File: src/rtl/spi_eng_pkg.sv
package spi_eng_pkg;

    localparam int LEN_W = 5;

    typedef enum logic [1:0] {
        ST_IDLE,
        ST_LEAD,
        ST_TRAIL
    } eng_state_e;

    localparam int EVT_DONE  = 0;
    localparam int EVT_RXOVF = 1;
    localparam int EVT_TXUDF = 2;
    localparam int EVT_N     = 3;

    typedef struct packed {
        logic [LEN_W-1:0] len;
        logic             cpol;
        logic             cpha;
        logic             lsb;
        logic             loopb;
    } eng_cfg_t;

endpackage

File: src/rtl/spi_eng_fifo.sv
module spi_eng_fifo #(
    parameter int W     = 25,
    parameter int DEPTH = 8
) (
    input  logic         clk,
    input  logic         rst_n,
    input  logic         clr,
    input  logic         push,
    input  logic [W-1:0] din,
    input  logic         pop,
    output logic [W-1:0] dout,
    output logic         full,
    output logic         empty
);
    localparam int AW = $clog2(DEPTH);

    logic [W-1:0]  mem [DEPTH];
    logic [AW-1:0] wp_q, rp_q;
    logic [AW:0]   cnt_q;
    logic          do_push, do_pop;

    assign full    = (cnt_q == (AW+1)'(DEPTH));
    assign empty   = (cnt_q == '0);
    assign do_push = push && !full && !clr;
    assign do_pop  = pop && !empty && !clr;
    assign dout    = mem[rp_q];

    always_ff @(posedge clk) begin
        if (do_push) mem[wp_q] <= din;
    end

    always_ff @(posedge clk or negedge rst_n) begin
        if (!rst_n) begin
            wp_q  <= '0;
            rp_q  <= '0;
            cnt_q <= '0;
        end else if (clr) begin
            wp_q  <= '0;
            rp_q  <= '0;
            cnt_q <= '0;
        end else begin
            if (do_push) wp_q <= (wp_q == AW'(DEPTH-1)) ? '0 : wp_q + 1'b1;
            if (do_pop)  rp_q <= (rp_q == AW'(DEPTH-1)) ? '0 : rp_q + 1'b1;
            cnt_q <= cnt_q + (AW+1)'(do_push) - (AW+1)'(do_pop);
        end
    end
endmodule

File: src/rtl/spi_eng_core.sv
module spi_eng_core
    import spi_eng_pkg::*;
#(
    parameter int MAX_W = 24
) (
    input  logic             clk,
    input  logic             rst_n,
    input  logic             tick,
    input  logic             start,
    input  eng_cfg_t         cfg,
    input  logic             miso,
    input  logic [MAX_W-1:0] tx_word,
    input  logic             tx_last,
    input  logic             tx_empty,
    input  logic             rx_full,
    output logic             tx_pop,
    output logic             rx_push,
    output logic [MAX_W-1:0] rx_word,
    output logic             sck,
    output logic             mosi,
    output logic             busy,
    output logic             ev_done,
    output logic             ev_ovf,
    output logic             ev_udf
);
    localparam int CW = $clog2(MAX_W + 1);

    eng_state_e       state_q, state_d;
    logic [MAX_W-1:0] sh_q, rx_q, rx_ins, sh_adv, lenmask;
    logic [MAX_W:0]   m_ext;
    logic [CW-1:0]    bit_q;
    logic             last_q, din, word_end, load_now;

    // state register
    always_ff @(posedge clk or negedge rst_n) begin
        if (!rst_n) state_q <= ST_IDLE;
        else        state_q <= state_d;
    end

    // datapath and outputs
    always_comb begin
        m_ext   = ({{MAX_W{1'b0}}, 1'b1} << cfg.len) - 1'b1;
        lenmask = m_ext[MAX_W-1:0];
        mosi    = cfg.lsb ? sh_q[0] : sh_q[cfg.len - 1'b1];
        din     = cfg.loopb ? mosi : miso;
        sh_adv  = cfg.lsb ? (sh_q >> 1) : (sh_q << 1);
        if (cfg.lsb) begin
            rx_ins = rx_q >> 1;
            rx_ins[cfg.len - 1'b1] = din;
        end else begin
            rx_ins = {rx_q[MAX_W-2:0], din};
        end
        word_end = (state_q == ST_TRAIL) && tick && (bit_q == CW'(cfg.len - 1'b1));
        load_now = ((state_q == ST_IDLE) && start) || (word_end && !last_q);
        tx_pop   = load_now && !tx_empty;
        ev_udf   = load_now && tx_empty;
        ev_done  = word_end && last_q;
        rx_push  = word_end && !rx_full;
        ev_ovf   = word_end && rx_full;
        rx_word  = (cfg.cpha ? rx_ins : rx_q) & lenmask;
        sck      = cfg.cpol ^ (state_q == ST_TRAIL);
        busy     = (state_q != ST_IDLE);

        state_d = state_q;
        unique case (state_q)
            ST_IDLE:  if (start) state_d = ST_LEAD;
            ST_LEAD:  if (tick)  state_d = ST_TRAIL;
            ST_TRAIL: if (tick)  state_d = (word_end && last_q) ? ST_IDLE : ST_LEAD;
            default:             state_d = ST_IDLE;
        endcase
    end

    always_ff @(posedge clk or negedge rst_n) begin
        if (!rst_n) begin
            sh_q   <= '0;
            rx_q   <= '0;
            bit_q  <= '0;
            last_q <= 1'b0;
        end else begin
            if ((state_q == ST_LEAD) && tick) begin
                if (!cfg.cpha)          rx_q <= rx_ins;
                else if (bit_q != '0)   sh_q <= sh_adv;
            end
            if ((state_q == ST_TRAIL) && tick) begin
                if (cfg.cpha) rx_q <= rx_ins;
                if (!word_end) begin
                    bit_q <= bit_q + 1'b1;
                    if (!cfg.cpha) sh_q <= sh_adv;
                end
            end
            if (load_now) begin
                sh_q   <= tx_empty ? '0 : tx_word;
                last_q <= !tx_empty && tx_last;
                bit_q  <= '0;
            end
        end
    end
endmodule

File: src/rtl/spi_eng.sv
module spi_eng
    import spi_eng_pkg::*;
#(
    parameter int MAX_W = 24,
    parameter int MIN_W = 4,
    parameter int DEPTH = 8
) (
    input  logic             clk,
    input  logic             rst_n,
    input  logic             sclk_tick,
    input  logic             cfg_wr,
    input  logic [4:0]       cfg_len,
    input  logic             cfg_cpol,
    input  logic             cfg_cpha,
    input  logic             cfg_lsb,
    input  logic             cfg_loop,
    input  logic             start,
    input  logic             flush_tx,
    input  logic             flush_rx,
    output logic [1:0]       flush_busy,
    input  logic             tx_push,
    input  logic [MAX_W-1:0] tx_data,
    input  logic             tx_last,
    output logic             tx_full,
    input  logic             rx_pop,
    output logic [MAX_W-1:0] rx_data,
    output logic             rx_empty,
    input  logic [2:0]       evt_mask,
    input  logic [2:0]       evt_clr,
    output logic [2:0]       events,
    output logic             irq,
    output logic             busy,
    output logic             sck,
    output logic             mosi,
    input  logic             miso
);
    eng_cfg_t         cfg_q;
    logic [LEN_W-1:0] len_clamped;
    logic [1:0]       flush_q;
    logic [EVT_N-1:0] evt_q, evt_set;
    logic             tx_empty, rx_full, tx_pop, rx_push, tx_last_h;
    logic             ev_done, ev_ovf, ev_udf;
    logic [MAX_W-1:0] tx_word, rx_word;

    always_comb begin
        if (cfg_len < LEN_W'(MIN_W))      len_clamped = LEN_W'(MIN_W);
        else if (cfg_len > LEN_W'(MAX_W)) len_clamped = LEN_W'(MAX_W);
        else                              len_clamped = cfg_len;
    end

    always_ff @(posedge clk or negedge rst_n) begin
        if (!rst_n) begin
            cfg_q   <= '{len: LEN_W'(8), cpol: 1'b0, cpha: 1'b0, lsb: 1'b0, loopb: 1'b0};
            flush_q <= '0;
            evt_q   <= '0;
        end else begin
            if (cfg_wr && !busy)
                cfg_q <= '{len: len_clamped, cpol: cfg_cpol, cpha: cfg_cpha,
                           lsb: cfg_lsb, loopb: cfg_loop};
            flush_q <= {flush_rx, flush_tx};
            evt_q   <= (evt_q & ~evt_clr) | evt_set;
        end
    end

    always_comb begin
        evt_set            = '0;
        evt_set[EVT_DONE]  = ev_done;
        evt_set[EVT_RXOVF] = ev_ovf;
        evt_set[EVT_TXUDF] = ev_udf;
    end

    assign flush_busy = flush_q;
    assign events     = evt_q;
    assign irq        = |(evt_q & ~evt_mask);

    spi_eng_fifo #(.W(MAX_W + 1), .DEPTH(DEPTH)) tx_fifo_i (
        .clk(clk), .rst_n(rst_n), .clr(flush_q[0]),
        .push(tx_push), .din({tx_last, tx_data}),
        .pop(tx_pop), .dout({tx_last_h, tx_word}),
        .full(tx_full), .empty(tx_empty)
    );

    spi_eng_fifo #(.W(MAX_W), .DEPTH(DEPTH)) rx_fifo_i (
        .clk(clk), .rst_n(rst_n), .clr(flush_q[1]),
        .push(rx_push), .din(rx_word),
        .pop(rx_pop), .dout(rx_data),
        .full(rx_full), .empty(rx_empty)
    );

    spi_eng_core #(.MAX_W(MAX_W)) core_i (
        .clk(clk), .rst_n(rst_n), .tick(sclk_tick), .start(start),
        .cfg(cfg_q), .miso(miso),
        .tx_word(tx_word), .tx_last(tx_last_h), .tx_empty(tx_empty),
        .rx_full(rx_full), .tx_pop(tx_pop), .rx_push(rx_push),
        .rx_word(rx_word), .sck(sck), .mosi(mosi), .busy(busy),
        .ev_done(ev_done), .ev_ovf(ev_ovf), .ev_udf(ev_udf)
    );
endmodule

File: config.mk
export PLATFORM = sky130hd
export DESIGN_NAME = spi_eng
export DESIGN_NICKNAME = d
export VERILOG_FILES = /design/src/rtl/spi_eng_pkg.sv /design/src/rtl/spi_eng_fifo.sv /design/src/rtl/spi_eng_core.sv /design/src/rtl/spi_eng.sv
export SDC_FILE = /design/constraint.sdc
export NUM_CORES = 1
export LEC_CHECK = 0
export CAP_MARGIN = 30
export CORE_AREA = 10 10 291 153
export DETAILED_ROUTE_END_ITERATION = 10
export DIE_AREA = 0 0 301 163
export PLACE_DENSITY = 0.76
export SKIP_LAST_GASP = 1
export SLEW_MARGIN = 25
export SYNTH_ARGS = -nofsm -noshare
export SYNTH_HDL_FRONTEND = slang
export SYNTH_SLANG_ARGS = --single-unit
File: constraint.sdc
create_clock -name clk -period 5.4 [get_ports clk]
set_input_delay 1.08 -clock clk [delete_from_list [all_inputs] [get_ports clk]]
set_output_delay 1.08 -clock clk [all_outputs]
set_load 0.01 [all_outputs]
==> impl_metrics.tcl, run 1 <==
set metrics [dict create \
    drc 0 \
    cts_setup_buffers 0 \
    first_iter_violations 1713 \
    fin_tns_setup_ps 0 \
    yosysTopAreaCell "edfxtp_1" \
    dieWidth_um 301 \
    post-route-util_pct 61.5 \
    overflow 0 \
    vias 12514 \
    setup_slack_ps 610 \
    routed_via_density 6.20 \
    wl_per_cell_um 24.2 \
    diodes 0 \
    clk_pin_slew_worst_paths_ps 70 \
    pin_count 85 \
    synth.most_common_cell "edfxtp_1" \
    drt-total-wl_mm 48.8 \
    portBuffers 84 \
    rows 52 \
    track_usage_pct 19.8 \
    syn-num-nets 1438 \
    rsz0062_at_grt "no" \
    fin_skew_ps 14.5 \
    cap_violations 0 \
    grt_max_degree 50 \
    drive_above_1_share_pct 21.0 \
    antenna_left 0 \
    p_per_area_mw_per_mm2 517 \
    synth_edf_count 392 \
    start_util_pct 54.1 \
    path_max_fanout 14 \
    async_flop_share_pct 18.7 \
    antenna_found_initial 0 \
    placed_cell_area_sq_mm 0.0230 \
    synth_seq_cells 482 \
    die-area_sq_mm 0.0491 \
    hold_class "reg2reg" \
    nets 1524 \
    die_height_um 163 \
    dp_slack_ps 1210 \
    ir_drop_mv 0.292 \
    clkSinkCount 482 \
    slew-limit-headroom_pct 35.9 \
    syn2layout_area_growth_pct 13.7 \
    status "complete, no violations" \
    ys_top_cells_by_count "392 x edfxtp_1, 104 x mux4_2, 95 x nor2_1" \
    max_freq_ghz 0.209 \
    path_class "reg2out" \
    clk_path_buf_depth 3 \
    final_cell_area_sq_mm 0.0244 \
    period_needed_ps 4790 \
    finalHoldViolations 0 \
    gp_congestion 1.00 \
    synthFlopType "edfxtp_1" \
    clock_latency_ps 550 \
    critPathArrivalTime_ps 3710 \
    netlist_top_cells_area "edfxtp_1 55%, mux4_2 11%, dfrtp_1 10%" \
    cts_tree "built" \
    maxSlewViolCount 0 \
    core_sq_mm 0.0397 \
    dpl.hpwl_mm 32.1 \
    yosys_warnings 0 \
    leakage_nw 8.29 \
    grt_pass1_vias 12309 \
    yosysTopAreaCellShare_pct 54.8 \
    n_fill_cell 2852 \
    dr.pass1.iters 6 \
    grt_pass1_wl_mm 75.2 \
    worstPathRequired_ps 4320 \
    post_cts_resized 0 \
    fin_crit_sh_pct 88.7 \
    yosysSeqAreaShare_pct 65.3 \
    setup_viol 0 \
    tightest_slew_ps 961 \
    cts-buffers-inserted 43 \
    netlist-cell-type-count 70 \
    netlist_instances 1358 \
    avgSynthCellArea_sq_um 15.8 \
    ctsHoldBuffers 0 \
    htreeDepth 2 \
    synth_area_sq_mm 0.0215 \
    cts-root-buf "clkbuf_16" \
    cp-end-kind "output port" \
    startpoint_type "register" \
]
[layout make-up]
type	instances	area, sq um	share of cell area, %
inverters	28	105	0.431
clock buffers	61	1210	4.94
well taps	540	676	2.77
repair buffers	130	1190	4.88
flip-flops and latches	482	14000	57.5
clock inverters	18	125	0.513
multi-input cells	759	7070	29.0
[per-stage QoR]
| step | instances | power, mW | hold slack (ps) |
|---|---|---|---|
| finish | 2018 | 12.6 | 506 |
| global route | 2018 | 13.3 | 545 |
| CTS | 2014 | 12.5 | 511 |
| detailed placement | 1935 | 9.60 | 496 |
| global placement | 1935 | 9.47 | 492 |
| floorplan | 1358 | 8.19 | 458 |
[path summary, 6_finish.rpt]
kind | startpoint | endpoint | slack [ps] | depth (start not counted)
setup / recovery | cfg_q[5] | mosi | 610 | 8
hold / removal | cfg_q[2] | cfg_q[2] | 510 | 1
setup reg to reg | cfg_q[5] | rx_fifo_i.mem[4][3] | 1380 | 9
hold reg to reg | cfg_q[2] | cfg_q[2] | 510 | 1
max in group asynchronous | rst_n | tx_fifo_i.rp_q[0] | 3710 | 2
min in group asynchronous | rst_n | rx_fifo_i.cnt_q[2] | 570 | 1
[flip-flops by register name (all words and copies together), names as in the netlist]
signal,count
tx_fifo_i.mem,200
rx_fifo_i.wp_q,3
rx_fifo_i.rp_q,3
core_i.bit_q,5
tx_fifo_i.cnt_q,4
core_i.state_q,2
cfg_q,9
core_i.last_q,1
tx_fifo_i.wp_q,3
rx_fifo_i.mem,192
core_i.sh_q,24
rx_fifo_i.cnt_q,4
flush_busy,2
tx_fifo_i.rp_q,3
core_i.rx_q,24
events,3
[cells in the final DEF (no fill, tap or decap), types with 10 or more instances in the layout]
master | Yosys | routed
nor2_1 | 95 | 86
mux2i_1 | 56 | 56
o21ai_0 | 32 | 32
a31oi_1 | 17 | 17
o22ai_1 | 28 | 28
xnor2_1 | 14 | 14
inv_1 | 28 | 28
a21oi_1 | 34 | 34
ha_1 | 28 | 28
clkdlybuf4s50_1 | 0 | 83
nand2_1 | 82 | 82
nand2b_1 | 17 | 17
nor2b_1 | 11 | 11
edfxtp_1 | 392 | 392
mux2_2 | 57 | 57
a221oi_1 | 19 | 19
buf_4 | 2 | 43
and2_1 | 10 | 10
dfrtp_1 | 89 | 84
clkbuf_1 | 56 | 14
mux4_2 | 104 | 104
clkbuf_16 | 0 | 45
a21boi_0 | 11 | 11
nand3_1 | 14 | 14
[cells by family (layout without fill, tap and decap cells)]
kind of cell	count (synthesis)	count (layout)	share of synthesized area, %
buffers and inverters	117	237	2.18
XOR/XNOR	22	22	0.897
AO/OA/AOI/OAI	209	209	7.07
adder cells (fa/ha/maj)	30	30	1.82
flip-flops	482	482	65.3
multiplexers	217	217	16.5
AND/OR/NAND/NOR	281	281	6.21
[worst max-delay path, cell delays in order (launching register included)]
cell	delay (ps)
dfrtp_1	480
inv_1	120
ha_1	400
xnor2_1	700
mux2_2	420
o32a_1	200
nor3_1	220
nor2_1	120
clkdlybuf4s50_1	490
[layer usage]
layer	vias up	global-route usage, %	part of all wire (%)
met3	53	5.14	9.9
met2	576	27.9	43
li1	5517	-	-
met1	6366	30.5	45
met5	-	0.991	0.13
met4	2	4.08	1.6
[report_power, final]
part,switching [mW],internal (mW)
logic,2.63,1.74
registers,0.449,4.86
clock network,1.33,1.61
Power figures use the tool's default switching activity.
==> run 2: changes to the inputs <==
--- a/config.mk
+++ b/config.mk
@@ -9,7 +9,7 @@
 export CORE_AREA = 10 10 291 153
 export DETAILED_ROUTE_END_ITERATION = 10
 export DIE_AREA = 0 0 301 163
-export PLACE_DENSITY = 0.76
+export PLACE_DENSITY_LB_ADDON = 0.1
 export SKIP_LAST_GASP = 1
 export SLEW_MARGIN = 25
 export SYNTH_ARGS = -nofsm -noshare
==> impl_metrics.tcl, run 2 (synthesis gave the netlist of run 1 again) <==
set metrics [dict create \
    totalPowerFinal_mw 12.7 \
    reg_top3 "tx_fifo_i.mem: 200 flops, rx_fifo_i.mem: 192 flops" \
    clkSinkCount 482 \
    grt_max_degree 53 \
    dr.pass1.iters 6 \
    fin_skew_ps 27.2 \
    top_register "tx_fifo_i.mem" \
    layout.cells.most_common_list "392 x edfxtp_1, 104 x mux4_2, 86 x nor2_1, 84 x dfrtp_1, 83 x clkdlybuf4s50_1" \
    clk_path_buf_depth 3 \
    critical_path.top_delay_family "XOR/XNOR gates" \
    antenna_left 0 \
    diodes 0 \
    clk_pin_slew_worst_paths_ps 70 \
    track_usage_pct 20.2 \
    critPathBufInv 2 \
    critPathSlowestCell "xnor2_1" \
    routed_via_density 6.12 \
    vias 12342 \
    cts-root-buf "clkbuf_16" \
    tightest_slew_ps 995 \
    slowest_delay_ps 680 \
    portBuffers 84 \
    antenna_found_initial 0 \
    gp_congestion 0.959 \
    dp_slack_ps 1210 \
    hold_class "reg2reg" \
    die-area_sq_mm 0.0491 \
    swShare_pct 34.6 \
    nets 1522 \
    setup_slack_ps 581 \
    overflow 0 \
    rows 52 \
    core_sq_mm 0.0397 \
    finalHoldViolations 0 \
    p_clk_share_pct 24.0 \
    cap_violations 0 \
    setup_viol 0 \
    slew-limit-headroom_pct 33.6 \
    first_iter_violations 1330 \
    rsz0062_at_grt "no" \
    drive_above_1_share_pct 21.1 \
    largest_register_ffs 200 \
    period_needed_ps 4820 \
    intPower_mw 8.34 \
    startpoint_type "register" \
    cts-buffers-inserted 43 \
    path_class "reg2out" \
    drc 0 \
    p_per_area_mw_per_mm2 521 \
    final_common_cell "edfxtp_1" \
    power_frac_seq_pct 41.7 \
    fin_crit_sh_pct 89.2 \
    grt_pass1_wl_mm 76.2 \
    ctsHoldBuffers 0 \
    ir_drop_mv 0.252 \
    pin_count 85 \
    htreeDepth 2 \
    cp-end-kind "output port" \
    cts_setup_buffers 0 \
    grt_pass1_vias 12396 \
    wl_per_cell_um 24.4 \
    cts_tree "built" \
    clock_latency_ps 560 \
    pwr-share-comb_pct 34.3 \
    dpl.hpwl_mm 32.5 \
    syn2layout_area_growth_pct 14.0 \
    p_sw_mw 4.41 \
    worstPathRequired_ps 4320 \
    fin_tns_setup_ps 0 \
    crit_chain "inv_1 > ha_1 > xnor2_1 > mux2_2 > o32a_1 > nor3_1 > nor2_1 > clkdlybuf4s50_1" \
    max_freq_ghz 0.208 \
    fin_worst_hold_slack_ps 562 \
    die_height_um 163 \
    dieWidth_um 301 \
    post-route-util_pct 61.7 \
    start_util_pct 54.1 \
    path_max_fanout 14 \
    leakage_nw 8.32 \
    critPathArrivalTime_ps 3740 \
    post_cts_resized 0 \
    drt-total-wl_mm 49.1 \
    maxSlewViolCount 0 \
    status "complete, no violations" \
]
==> run 2: changes by cell type in the layout (fill, tap and decap cells not counted), moves of 2 or more <==
cell        delta
bufinv_16      +3
clkbuf_1       -2
clkinv_4       -2
clkinv_8       +2
clkinvlp_4     -2
inv_6          +2
==> run 2: final cells by class <==
cell class / count / area, sq um
Clock buffer: 57 / 1160
Clock inverter: 23 / 241
Fill cell: 2942 / 15200
Inverter: 28 / 105
Multi-Input combinational cell: 759 / 7080
Sequential cell: 482 / 14000
Tap cell: 540 / 676
Timing Repair Buffer: 128 / 1180
==> run 2: path summary, 6_finish.rpt <==
path | start | endpoint | slack (ps) | depth (start not counted)
min | cfg_q[3] | cfg_q[3] | 560 | 1
min in group asynchronous | rst_n | flush_busy[1] | 580 | 1
max | cfg_q[5] | mosi | 580 | 8
max in group asynchronous | rst_n | tx_fifo_i.rp_q[0] | 3710 | 2
max reg2reg | cfg_q[5] | rx_fifo_i.mem[5][1] | 1350 | 8
min reg2reg | cfg_q[3] | cfg_q[3] | 560 | 1
==> run 2: worst reg2reg max path: stages (launching register included) <==
cell      delay [ps]
dfrtp_1          520
inv_1            140
ha_1             400
xnor2_1          680
mux2_2           420
o32a_1           200
or4_4            720
a41oi_1          380
a211oi_1         260
==> run 2: layer usage <==
| layer | vias to the layer above | part of all wire, % | GRT usage, % |
|---|---|---|---|
| met2 | 456 | 42 | 27.8 |
| met3 | 45 | 8.3 | 4.87 |
| met5 | - | 0 | 0 |
| met4 | 0 | 0.98 | 3.45 |
| li1 | 5521 | - | - |
| met1 | 6320 | 49 | 32.1 |
==> run 2: power groups by stage <==
stage / registers [mW] / logic [mW] / clock network [mW]
floorplan: 5.09 / 3.10 / 0
global placement: 5.38 / 4.17 / 0
detailed placement: 5.39 / 4.27 / 0
CTS: 5.32 / 4.29 / 3.13
global route: 5.38 / 4.75 / 3.29
finish: 5.32 / 4.38 / 3.06
==> run 2: per-stage QoR <==
stage	area (sq um)	instances
final	24500	2017
after global routing	24500	2017
after CTS	24400	2014
after detailed placement	23000	1934
after global placement	23000	1934
after floorplan	21500	1358
